[src/rtl/slp_pkg.sv]
package slp_pkg;
    typedef enum logic [2:0] {
        ST_RUN   = 3'd0,
        ST_SLEEP = 3'd1,
        ST_IDLE  = 3'd2,
        ST_WAKE  = 3'd3,
        ST_RESET = 3'd4
    } slp_state_e;

    typedef struct packed {
        logic enter;     // RUN -> SLEEP/IDLE
        logic wake;      // SLEEP/IDLE -> WAKE
        logic wake_wdt;  // wake caused by watchdog
        logic ext_rst;   // reset-class request seen
        logic wdt_rst;   // watchdog timeout while running
    } slp_events_t;
endpackage

[src/rtl/slp_wake_detect.sv]
module slp_wake_detect #(
    parameter int N_IRQ = 8
) (
    input  logic [N_IRQ-1:0] irq_flag,
    input  logic [N_IRQ-1:0] irq_en,
    input  logic             pin_rst_req,
    input  logic             bor_req,
    input  logic             por_req,
    output logic             irq_hit,
    output logic             rst_hit
);
    logic [N_IRQ-1:0] armed;

    // each line wakes only through its own enable; global enable is not used
    for (genvar i = 0; i < N_IRQ; i++) begin : g_arm
        assign armed[i] = irq_flag[i] & irq_en[i];
    end

    assign irq_hit = |armed;
    assign rst_hit = pin_rst_req | bor_req | por_req;
endmodule

[src/rtl/slp_fsm.sv]
module slp_fsm
    import slp_pkg::*;
(
    input  logic        clk,
    input  logic        rst_n,
    input  logic        sleep_exec,
    input  logic        idle_sel,
    input  logic        irq_hit,
    input  logic        rst_hit,
    input  logic        wdt_timeout,
    output slp_events_t ev,
    output logic        cpu_clk_en,
    output logic        periph_clk_en,
    output logic        sys_rst_req,
    output logic        resume_valid
);
    slp_state_e state_q, state_d;

    // state register
    always_ff @(posedge clk or negedge rst_n) begin
        if (!rst_n) begin
            state_q <= ST_RUN;
        end else begin
            state_q <= state_d;
        end
    end

    // transitions and the events that accompany them
    always_comb begin
        state_d = state_q;
        ev      = '0;
        if (rst_hit) begin
            state_d    = ST_RESET;       // reset-any
            ev.ext_rst = 1'b1;
        end else begin
            unique case (state_q)
                ST_RUN: begin
                    if (wdt_timeout) begin
                        state_d    = ST_RESET;   // watchdog-reset
                        ev.wdt_rst = 1'b1;
                    end else if (sleep_exec && !irq_hit) begin
                        state_d  = idle_sel ? ST_IDLE : ST_SLEEP; // enter-sleep
                        ev.enter = 1'b1;
                    end
                end
                ST_SLEEP, ST_IDLE: begin
                    if (irq_hit || wdt_timeout) begin
                        state_d     = ST_WAKE;   // wake
                        ev.wake     = 1'b1;
                        ev.wake_wdt = wdt_timeout;
                    end
                end
                ST_WAKE:  state_d = ST_RUN;      // resume
                ST_RESET: state_d = ST_RUN;      // release
                default:  state_d = ST_RUN;
            endcase
        end
    end

    // outputs decoded from the state
    always_comb begin
        cpu_clk_en    = 1'b1;
        periph_clk_en = 1'b1;
        sys_rst_req   = 1'b0;
        resume_valid  = 1'b0;
        unique case (state_q)
            ST_RUN:   ;
            ST_SLEEP: begin
                cpu_clk_en    = 1'b0;
                periph_clk_en = 1'b0;
            end
            ST_IDLE:  cpu_clk_en = 1'b0;
            ST_WAKE:  resume_valid = 1'b1;
            ST_RESET: begin
                cpu_clk_en  = 1'b0;
                sys_rst_req = 1'b1;
            end
            default:  ;
        endcase
    end
endmodule

[src/rtl/slp_status.sv]
module slp_status
    import slp_pkg::*;
(
    input  logic        clk,
    input  logic        rst_n,
    input  slp_events_t ev,
    input  logic        gie,
    output logic        stat_pd_n,
    output logic        stat_to_n,
    output logic        wdt_clr,
    output logic        resume_vec
);
    always_ff @(posedge clk or negedge rst_n) begin
        if (!rst_n) begin
            stat_pd_n  <= 1'b1;
            stat_to_n  <= 1'b1;
            wdt_clr    <= 1'b0;
            resume_vec <= 1'b0;
        end else begin
            wdt_clr <= 1'b0;
            if (ev.ext_rst) begin
                stat_pd_n <= 1'b1;
                stat_to_n <= 1'b1;
            end else if (ev.wdt_rst) begin
                stat_pd_n <= 1'b1;
                stat_to_n <= 1'b0;
            end else if (ev.enter) begin
                stat_pd_n <= 1'b0;
                stat_to_n <= 1'b1;
                wdt_clr   <= 1'b1;
            end else if (ev.wake) begin
                wdt_clr    <= 1'b1;
                resume_vec <= gie;
                if (ev.wake_wdt) begin
                    stat_to_n <= 1'b0;
                end
            end
        end
    end
endmodule

[src/rtl/slp_wake_ctrl.sv]
module slp_wake_ctrl
    import slp_pkg::*;
#(
    parameter int N_IRQ = 8
) (
    input  logic             clk,
    input  logic             rst_n,
    input  logic             sleep_exec,
    input  logic             idle_sel,
    input  logic             gie,
    input  logic [N_IRQ-1:0] irq_flag,
    input  logic [N_IRQ-1:0] irq_en,
    input  logic             wdt_timeout,
    input  logic             pin_rst_req,
    input  logic             bor_req,
    input  logic             por_req,
    output logic             cpu_clk_en,
    output logic             periph_clk_en,
    output logic             wdt_clr,
    output logic             stat_pd_n,
    output logic             stat_to_n,
    output logic             sys_rst_req,
    output logic             resume_valid,
    output logic             resume_vec
);
    logic        irq_hit;
    logic        rst_hit;
    slp_events_t ev;

    slp_wake_detect #(.N_IRQ(N_IRQ)) u_detect (
        .irq_flag   (irq_flag),
        .irq_en     (irq_en),
        .pin_rst_req(pin_rst_req),
        .bor_req    (bor_req),
        .por_req    (por_req),
        .irq_hit    (irq_hit),
        .rst_hit    (rst_hit)
    );

    slp_fsm u_fsm (
        .clk          (clk),
        .rst_n        (rst_n),
        .sleep_exec   (sleep_exec),
        .idle_sel     (idle_sel),
        .irq_hit      (irq_hit),
        .rst_hit      (rst_hit),
        .wdt_timeout  (wdt_timeout),
        .ev           (ev),
        .cpu_clk_en   (cpu_clk_en),
        .periph_clk_en(periph_clk_en),
        .sys_rst_req  (sys_rst_req),
        .resume_valid (resume_valid)
    );

    slp_status u_status (
        .clk       (clk),
        .rst_n     (rst_n),
        .ev        (ev),
        .gie       (gie),
        .stat_pd_n (stat_pd_n),
        .stat_to_n (stat_to_n),
        .wdt_clr   (wdt_clr),
        .resume_vec(resume_vec)
    );

    // peripheral clock only ever drops after a full-sleep request
    a_r1_periph_drop: assert property (@(posedge clk) disable iff (!rst_n)
        $fell(periph_clk_en) |-> $past(sleep_exec && !idle_sel));

    // a clock stop that is not a reset carries the entry status and clear
    a_r3_entry_status: assert property (@(posedge clk) disable iff (!rst_n)
        ($fell(cpu_clk_en) && !sys_rst_req) |-> (!stat_pd_n && stat_to_n && wdt_clr));

    // reset-class requests always reach the reset output
    a_r4_reset_req: assert property (@(posedge clk) disable iff (!rst_n)
        ($past(rst_n) && $past(pin_rst_req || bor_req || por_req))
        |-> (sys_rst_req && !resume_valid));

    // a resume strobe needs an enabled interrupt or a watchdog timeout
    a_r6_wake_cause: assert property (@(posedge clk) disable iff (!rst_n)
        $rose(resume_valid) |-> $past(|(irq_flag & irq_en) || wdt_timeout));

    // resume cycle runs the core and clears the watchdog
    a_r7_resume_clear: assert property (@(posedge clk) disable iff (!rst_n)
        resume_valid |-> (wdt_clr && cpu_clk_en));

    // a sleep pulse with an enabled interrupt pending keeps the core running
    a_r9_abort_entry: assert property (@(posedge clk) disable iff (!rst_n)
        (cpu_clk_en && sleep_exec && |(irq_flag & irq_en) && !wdt_timeout
         && !pin_rst_req && !bor_req && !por_req)
        |=> (cpu_clk_en && $stable(stat_pd_n)));
endmodule

[config.mk]
export PLATFORM = sky130hd
export DESIGN_NAME = slp_wake_ctrl
export DESIGN_NICKNAME = d
export VERILOG_FILES = /design/src/rtl/slp_pkg.sv /design/src/rtl/slp_wake_detect.sv /design/src/rtl/slp_fsm.sv /design/src/rtl/slp_status.sv /design/src/rtl/slp_wake_ctrl.sv
export SDC_FILE = /design/constraint.sdc
export NUM_CORES = 1
export LEC_CHECK = 0
export BUFFER_PORTS_ARGS = -buffer_cell sky130_fd_sc_hd__clkbuf_2
export CORE_AREA = 2 2 39 41
export DETAILED_ROUTE_END_ITERATION = 8
export DIE_AREA = 0 0 41 43
export GPL_TIMING_DRIVEN = 0
export PLACE_DENSITY_LB_ADDON = 0.05
export SLEW_MARGIN = 20
export SYNTH_ARGS = -nofsm -noshare
export SYNTH_HDL_FRONTEND = slang
export SYNTH_SLANG_ARGS = --single-unit
[constraint.sdc]
create_clock -name clk -period 2 [get_ports clk]
set_clock_uncertainty 0.05 [all_clocks]
set_input_delay 0.5 -clock clk [delete_from_list [all_inputs] [get_ports clk]]
set_output_delay 0.5 -clock clk [all_outputs]
set_load 0.02 [all_outputs]
== Word level (Yosys, flattened, before mapping) ==
Cells that the tools add are included.

* Register bits after elaboration: 7
* Input port bits: 25
* Output and inout bits: 8
* Logic and storage cells: 69

* Eq/ne operators: 6
* Multiplexer cells: 32
* Bitwise operators: 13
* Reduce and logical (&&, ||, !) cells: 13

{| class="wikitable"
|+ Operators with widths
! cell !! count
|-
| 1-bit two-way mux || 23
|-
| 3-bit two-way mux || 5
|-
| 1-bit bitwise AND || 8
|-
| 4-bit nonzero test || 2
|-
| 8-bit OR reduction || 1
|-
| 3-bit by 2-bit == test with 1-bit output, second input constant || 2
|-
| 2-bit two-way mux || 3
|-
| 3-bit case mux with 2 select lines || 1
|-
| 4-bit by 3-bit != test with 1-bit output, second input constant || 1
|-
| 2-bit AND reduction || 2
|-
| 4-bit AND reduction || 1
|-
| 3-bit by 1-bit == test with 1-bit output, second input constant || 1
|-
| 3-bit == test, second input constant || 1
|-
| 3-bit logical NOT || 1
|-
| 3-bit by 2-bit != test with 1-bit output, second input constant || 1
|-
| 1-bit NOT || 3
|-
| 3-bit nonzero test || 1
|-
| 3-bit OR reduction || 1
|-
| 1-bit OR || 2
|-
| 2-bit OR reduction || 1
|-
| 1-bit logical AND || 1
|-
| 1-bit logical NOT || 1
|-
| 1-bit logical OR || 1
|}

== Depth between registers and ports, before layout ==
* Depth after elaboration: 13
* Gate-level depth with buffers: 5

== Cells and area by module ==
Synthesis repeated with hierarchy kept, for this count alone.

* Cell total of the unflattened synthesis: 57
* Area total of the unflattened synthesis: 485.5 um^2

{| class="wikitable"
|+ Modules (own cells, without submodules)
! module !! instances !! cells an instance !! area an instance (um^2)
|-
| slp_fsm || 1 || 38 || 271.5
|-
| slp_status || 1 || 13 || 171.4
|-
| slp_wake_detect || 1 || 6 || 42.5
|}

== Worst setup path after synthesis ==
OpenSTA, ideal clock, no wires.

* Kind: register -> output
* Start point: register u_fsm.state_q[2]
* End point: output cpu_clk_en
* Data arrival time: 1.136 ns
* Slack: 0.314 ns
* Stages on the path, launching flop included: 4
* Buffers on the path: 1
* Path through: dfrtp_1 -> clkbuf_2 -> xor2_1 -> o21ai_0

* Word-level cells in the longest chain between the ends: 3
* Elaborated cells between the ends (all ways): 5

{| class="wikitable"
|+ RTL lines
! what !! RTL line !! RTL
|-
| start: declaration || slp_fsm.sv:17 || <nowiki>slp_state_e state_q, state_d;</nowiki>
|-
| start signal: assignment || slp_fsm.sv:24 || <nowiki>state_q <= state_d;</nowiki>
|-
| 3-bit == test (tied with other cells) || slp_fsm.sv:66 || <nowiki>unique case (state_q)</nowiki>
|-
| 3-bit OR reduction (no line) (*) || -- ||
|-
| 1-bit two-way mux (*) || slp_fsm.sv:66 ||
|-
| end: declaration || slp_wake_ctrl.sv:17 || <nowiki>output logic cpu_clk_en,</nowiki>
|}

Every way passes the cells marked *; elsewhere a longest branch is shown, timed or not.

== Worst setup path after layout ==
Ends and elaborated chain as after synthesis.

==> results.rst <==
.. list-table::
   :header-rows: 1

   * - Metric
     - Value
   * - Cell types occupying the most area after synthesis
     - sky130_fd_sc_hd__dfrtp_1 29%, sky130_fd_sc_hd__dfstp_2 12%, sky130_fd_sc_hd__o31ai_1 7.0%
   * - Max clock buf depth
     - 2
   * - Routed via count
     - approximately 460
   * - Largest incremental delay on the critical path
     - about 0.36 ns
   * - Most used cells in the layout excluding fill and tap cells
     - 33 x sky130_fd_sc_hd__clkbuf_2, 6 x sky130_fd_sc_hd__nand2_1, 5 x sky130_fd_sc_hd__dfrtp_1, 4 x sky130_fd_sc_hd__o31ai_1
   * - Final period util
     - 0.916
   * - Clock Pin Slew Worst Setup and Hold Paths
     - 0.06 ns
   * - Internal power
     - 0.247 mW
   * - Kind of cell adding the most delay to the critical path
     - buffers and inverters
   * - Total setup buffers inserted after CTS
     - 0
   * - Total track usage
     - 0.137
   * - Number of DRC violations after detailed routing
     - 0
   * - Outcome
     - complete, no violations
   * - Sw frac
     - 0.252
   * - Kind of start point of the critical path
     - flop
   * - Count of yosys warnings during synthesis
     - 0
   * - Routability cong.
     - 0.657
   * - Final Max Tran Viols
     - 0
   * - Per-cell via count in the routed design
     - 4.81
   * - Total number of placement rows
     - 14
   * - Critical Path End Type
     - primary output
   * - Post-synthesis instance area
     - 430 um2
   * - Number of buffers inserted by port buffering
     - 32
   * - Area fraction of the dominant cell type after synthesis
     - 0.291
   * - Worst Path Required
     - 1.45 ns
   * - Aggregate routed wire length
     - 1.00 mm
   * - Average instance area after synthesis
     - 9.78 um2
   * - TritonCTS Buffers
     - 3
   * - Gr ovfl total
     - 0
   * - Cell chosen for the clock root
     - sky130_fd_sc_hd__clkbuf_4
   * - Die Span Y
     - 43 um
   * - Crit-path cells
     - clkbuf_2 > xor2_1 > o21ai_0 > clkbuf_2
   * - CTS HTree Levels
     - 1
   * - # resized after CTS
     - 0
   * - Quantity of hold-fixing buffers added after cts
     - 0
   * - Depth of the worst register-to-register path
     - 5
   * - Number of global-route vias before repair
     - 445
   * - Number of clock sinks
     - 7
   * - Final net count
     - 106
   * - Accumulated negative setup slack
     - 0 ns
   * - Slew HR
     - 0.835
   * - Final Hold Vio Count
     - 0
   * - CP Max Fanout
     - 8
   * - Sequential share of the synthesized area
     - 0.413
   * - Max capacitance violation total
     - 0
   * - Yosys reg bits
     - 7
   * - Post-synthesis instance total
     - 44
   * - Largest net degree at the start of global routing
     - 9
   * - CTS tree
     - built
   * - Slew at the pin closest to its max-slew limit
     - 0.246 ns
   * - Wire length of the first global-routing pass
     - around 1.6 mm
   * - Clock latency on the worst-skew pair
     - 0.26 ns
   * - Register share of total power
     - 0.437
   * - Residual antenna-violating net count after detailed routing
     - 0
   * - Minimum hold slack
     - roughly 0.014 ns
   * - Setup violation total in the final timing report
     - 0
   * - Critical path buffers and inverters
     - 2
   * - Peak ir drop on the vdd network
     - 0.244 mV
   * - Initial antenna violation count
     - 0
   * - Arrival time of data at the critical path endpoint
     - between 1 and 1.5 ns
   * - Combinational cell fraction of total power
     - 0.155
   * - Boundary Pins
     - 33
   * - Final critical delay including setup and external delays
     - roughly 1.8 ns
   * - Power density of the placed cells
     - slightly above 500 nW/um2
   * - Netlist cell types
     - 23
   * - Most frequent CP cell
     - sky130_fd_sc_hd__clkbuf_2
   * - Diode count
     - 0
   * - Crit path depth
     - 4
   * - Area of the die
     - 1760 um2
   * - Leading cell type in the layout, fill and taps excluded
     - sky130_fd_sc_hd__clkbuf_2
   * - Critical path start-end classification
     - reg -> out
   * - Proportion of power drawn by the clock network
     - 0.407
   * - Leakage
     - between 0.3 and 0.4 nW
   * - Class of the most critical hold timing path
     - in -> async
   * - RSZ-0062 raised after global routing
     - false
   * - Post-detailed-placement half-perimeter wirelength
     - around 830 um
   * - WL/cell
     - 10.4 um
   * - Net count of the mapped netlist
     - a little under 70
   * - DR pass1 iterations
     - 2
   * - Slowest library cell on the worst path
     - sky130_fd_sc_hd__dfrtp_1
   * - Area leader, netlist
     - sky130_fd_sc_hd__dfrtp_1
   * - Effective utilization at floorplan
     - 0.311
   * - Core Footprint
     - 1380 um2
   * - Net switching power
     - a little over 0.08 mW
   * - F_max
     - 546 MHz
   * - Layout area overhead
     - 48.0%
   * - First-iteration detailed-routing DRC count
     - 4
   * - Horizontal die dimension
     - approximately 41 um
   * - Fraction of final layout cells sized beyond drive strength 1
     - 0.588
-- power by group through the flow --
stage	Combinational, mW	Clock (mW)	Sequential (mW)
after CTS	0.0522	0.138	0.144
final	0.0511	0.134	0.144
after detailed placement	0.0522	0	0.146
after global routing	0.0579	0.146	0.144
after floorplan	0.0201	0	0.147
after global placement	0.0514	0	0.147
-- path summary, 6_finish.rpt --
check                                               start                        endpoint  slack (ns)
setup / recovery             u_fsm.state_q[2]$_DFFE_PN0P_                      cpu_clk_en        0.17
hold / removal                                      rst_n    u_fsm.state_q[0]$_DFFE_PN0P_        0.01
setup reg to reg             u_fsm.state_q[0]$_DFFE_PN0P_    u_fsm.state_q[1]$_DFFE_PN0P_        0.51
hold reg to reg            u_status.stat_pd_n$_DFFE_PN1P_  u_status.stat_pd_n$_DFFE_PN1P_        0.46
max in group asynchronous                           rst_n  u_status.stat_pd_n$_DFFE_PN1P_        1.65
min in group clk                                 idle_sel    u_fsm.state_q[0]$_DFFE_PN0P_        0.39
-- layer usage --
layer / routed length [um] / vias up / track usage / share of wire
met5: 0 / - / 0 / 0
met4: 25 / 0 / 0.100 / 0.025
met3: 103 / 3 / 0.0366 / 0.10
met2: 471 / 27 / 0.216 / 0.47
met1: 401 / 201 / 0.146 / 0.40
li1: - / 231 / - / -
-- sequential cells by signal, summed over array words and instances, names as in the netlist --
signal and count:
u_status.stat_pd_n 1, u_status.resume_vec 1, u_status.stat_to_n 1, u_status.wdt_clr 1
u_fsm.state_q 3
-- synthesized netlist by cell type --
| master | instances |
|---|---|
| sky130_fd_sc_hd__o21ai_2 | 1 |
| sky130_fd_sc_hd__o21ai_0 | 2 |
| sky130_fd_sc_hd__nand3_1 | 1 |
| sky130_fd_sc_hd__clkbuf_2 | 1 |
| sky130_fd_sc_hd__nor3_2 | 1 |
| sky130_fd_sc_hd__xnor2_1 | 1 |
| sky130_fd_sc_hd__nand2_1 | 6 |
| sky130_fd_sc_hd__dfrtp_1 | 5 |
| sky130_fd_sc_hd__inv_1 | 1 |
| sky130_fd_sc_hd__o31ai_1 | 4 |
| sky130_fd_sc_hd__nor2_1 | 2 |
| sky130_fd_sc_hd__or3_4 | 2 |
| sky130_fd_sc_hd__a21o_2 | 1 |
| sky130_fd_sc_hd__nor3_4 | 1 |
| sky130_fd_sc_hd__a21oi_1 | 3 |
| sky130_fd_sc_hd__buf_2 | 2 |
| sky130_fd_sc_hd__nand3b_1 | 1 |
| sky130_fd_sc_hd__dfstp_2 | 2 |
| sky130_fd_sc_hd__nor3b_1 | 1 |
| sky130_fd_sc_hd__a22oi_1 | 3 |
| sky130_fd_sc_hd__mux2_4 | 1 |
| sky130_fd_sc_hd__xor2_1 | 1 |
| sky130_fd_sc_hd__a21o_1 | 1 |
-- worst register-to-register path, delay by kind of cell, from the launching register on --
kind	cells	cell delay [ns]
buffers and inverters	1	0.16
AOI/OAI and AO/OA	1	0.20
DFF	1	0.35
and+or+nand+nor	3	0.63
-- cell type report --
cell class	count	area (um2)
tap	16	20.0
clock buffer	4	26.3
multi-input combinational	33	234
sequential	7	178
fill	138	747
inverter	1	3.75
timing repair buffer	32	160
buffer	3	15.0
-- through the flow --
stage / util / instances / power [mW] / setup WS, ns / cell area (um2)
2_1_floorplan: - / 44 / 0.167 / 0.314 / 430
3_3_place_gp: 0.441 / 92 / 0.198 / 0.207 / 611
3_5_place_dp: 0.441 / 92 / 0.199 / 0.206 / 611
4_1_cts: 0.460 / 96 / 0.334 / 0.155 / 637
5_1_grt: 0.460 / 96 / 0.348 / 0.105 / 637
6_report: 0.460 / 96 / 0.330 / 0.168 / 637
-- cells by family (layout without fill, tap and decap cells) --
kind of cell              Yosys count  in the layout  synth area share
xor gates and xnor gates            2              2            0.0407
buffers and inverters               4             40            0.0436
muxes                               1              1            0.0349
AOI/OAI and AO/OA                  15             15             0.238
and+or+nand+nor                    15             15             0.230
DFF                                 7              7             0.413
Power figures use the tool's default switching activity.
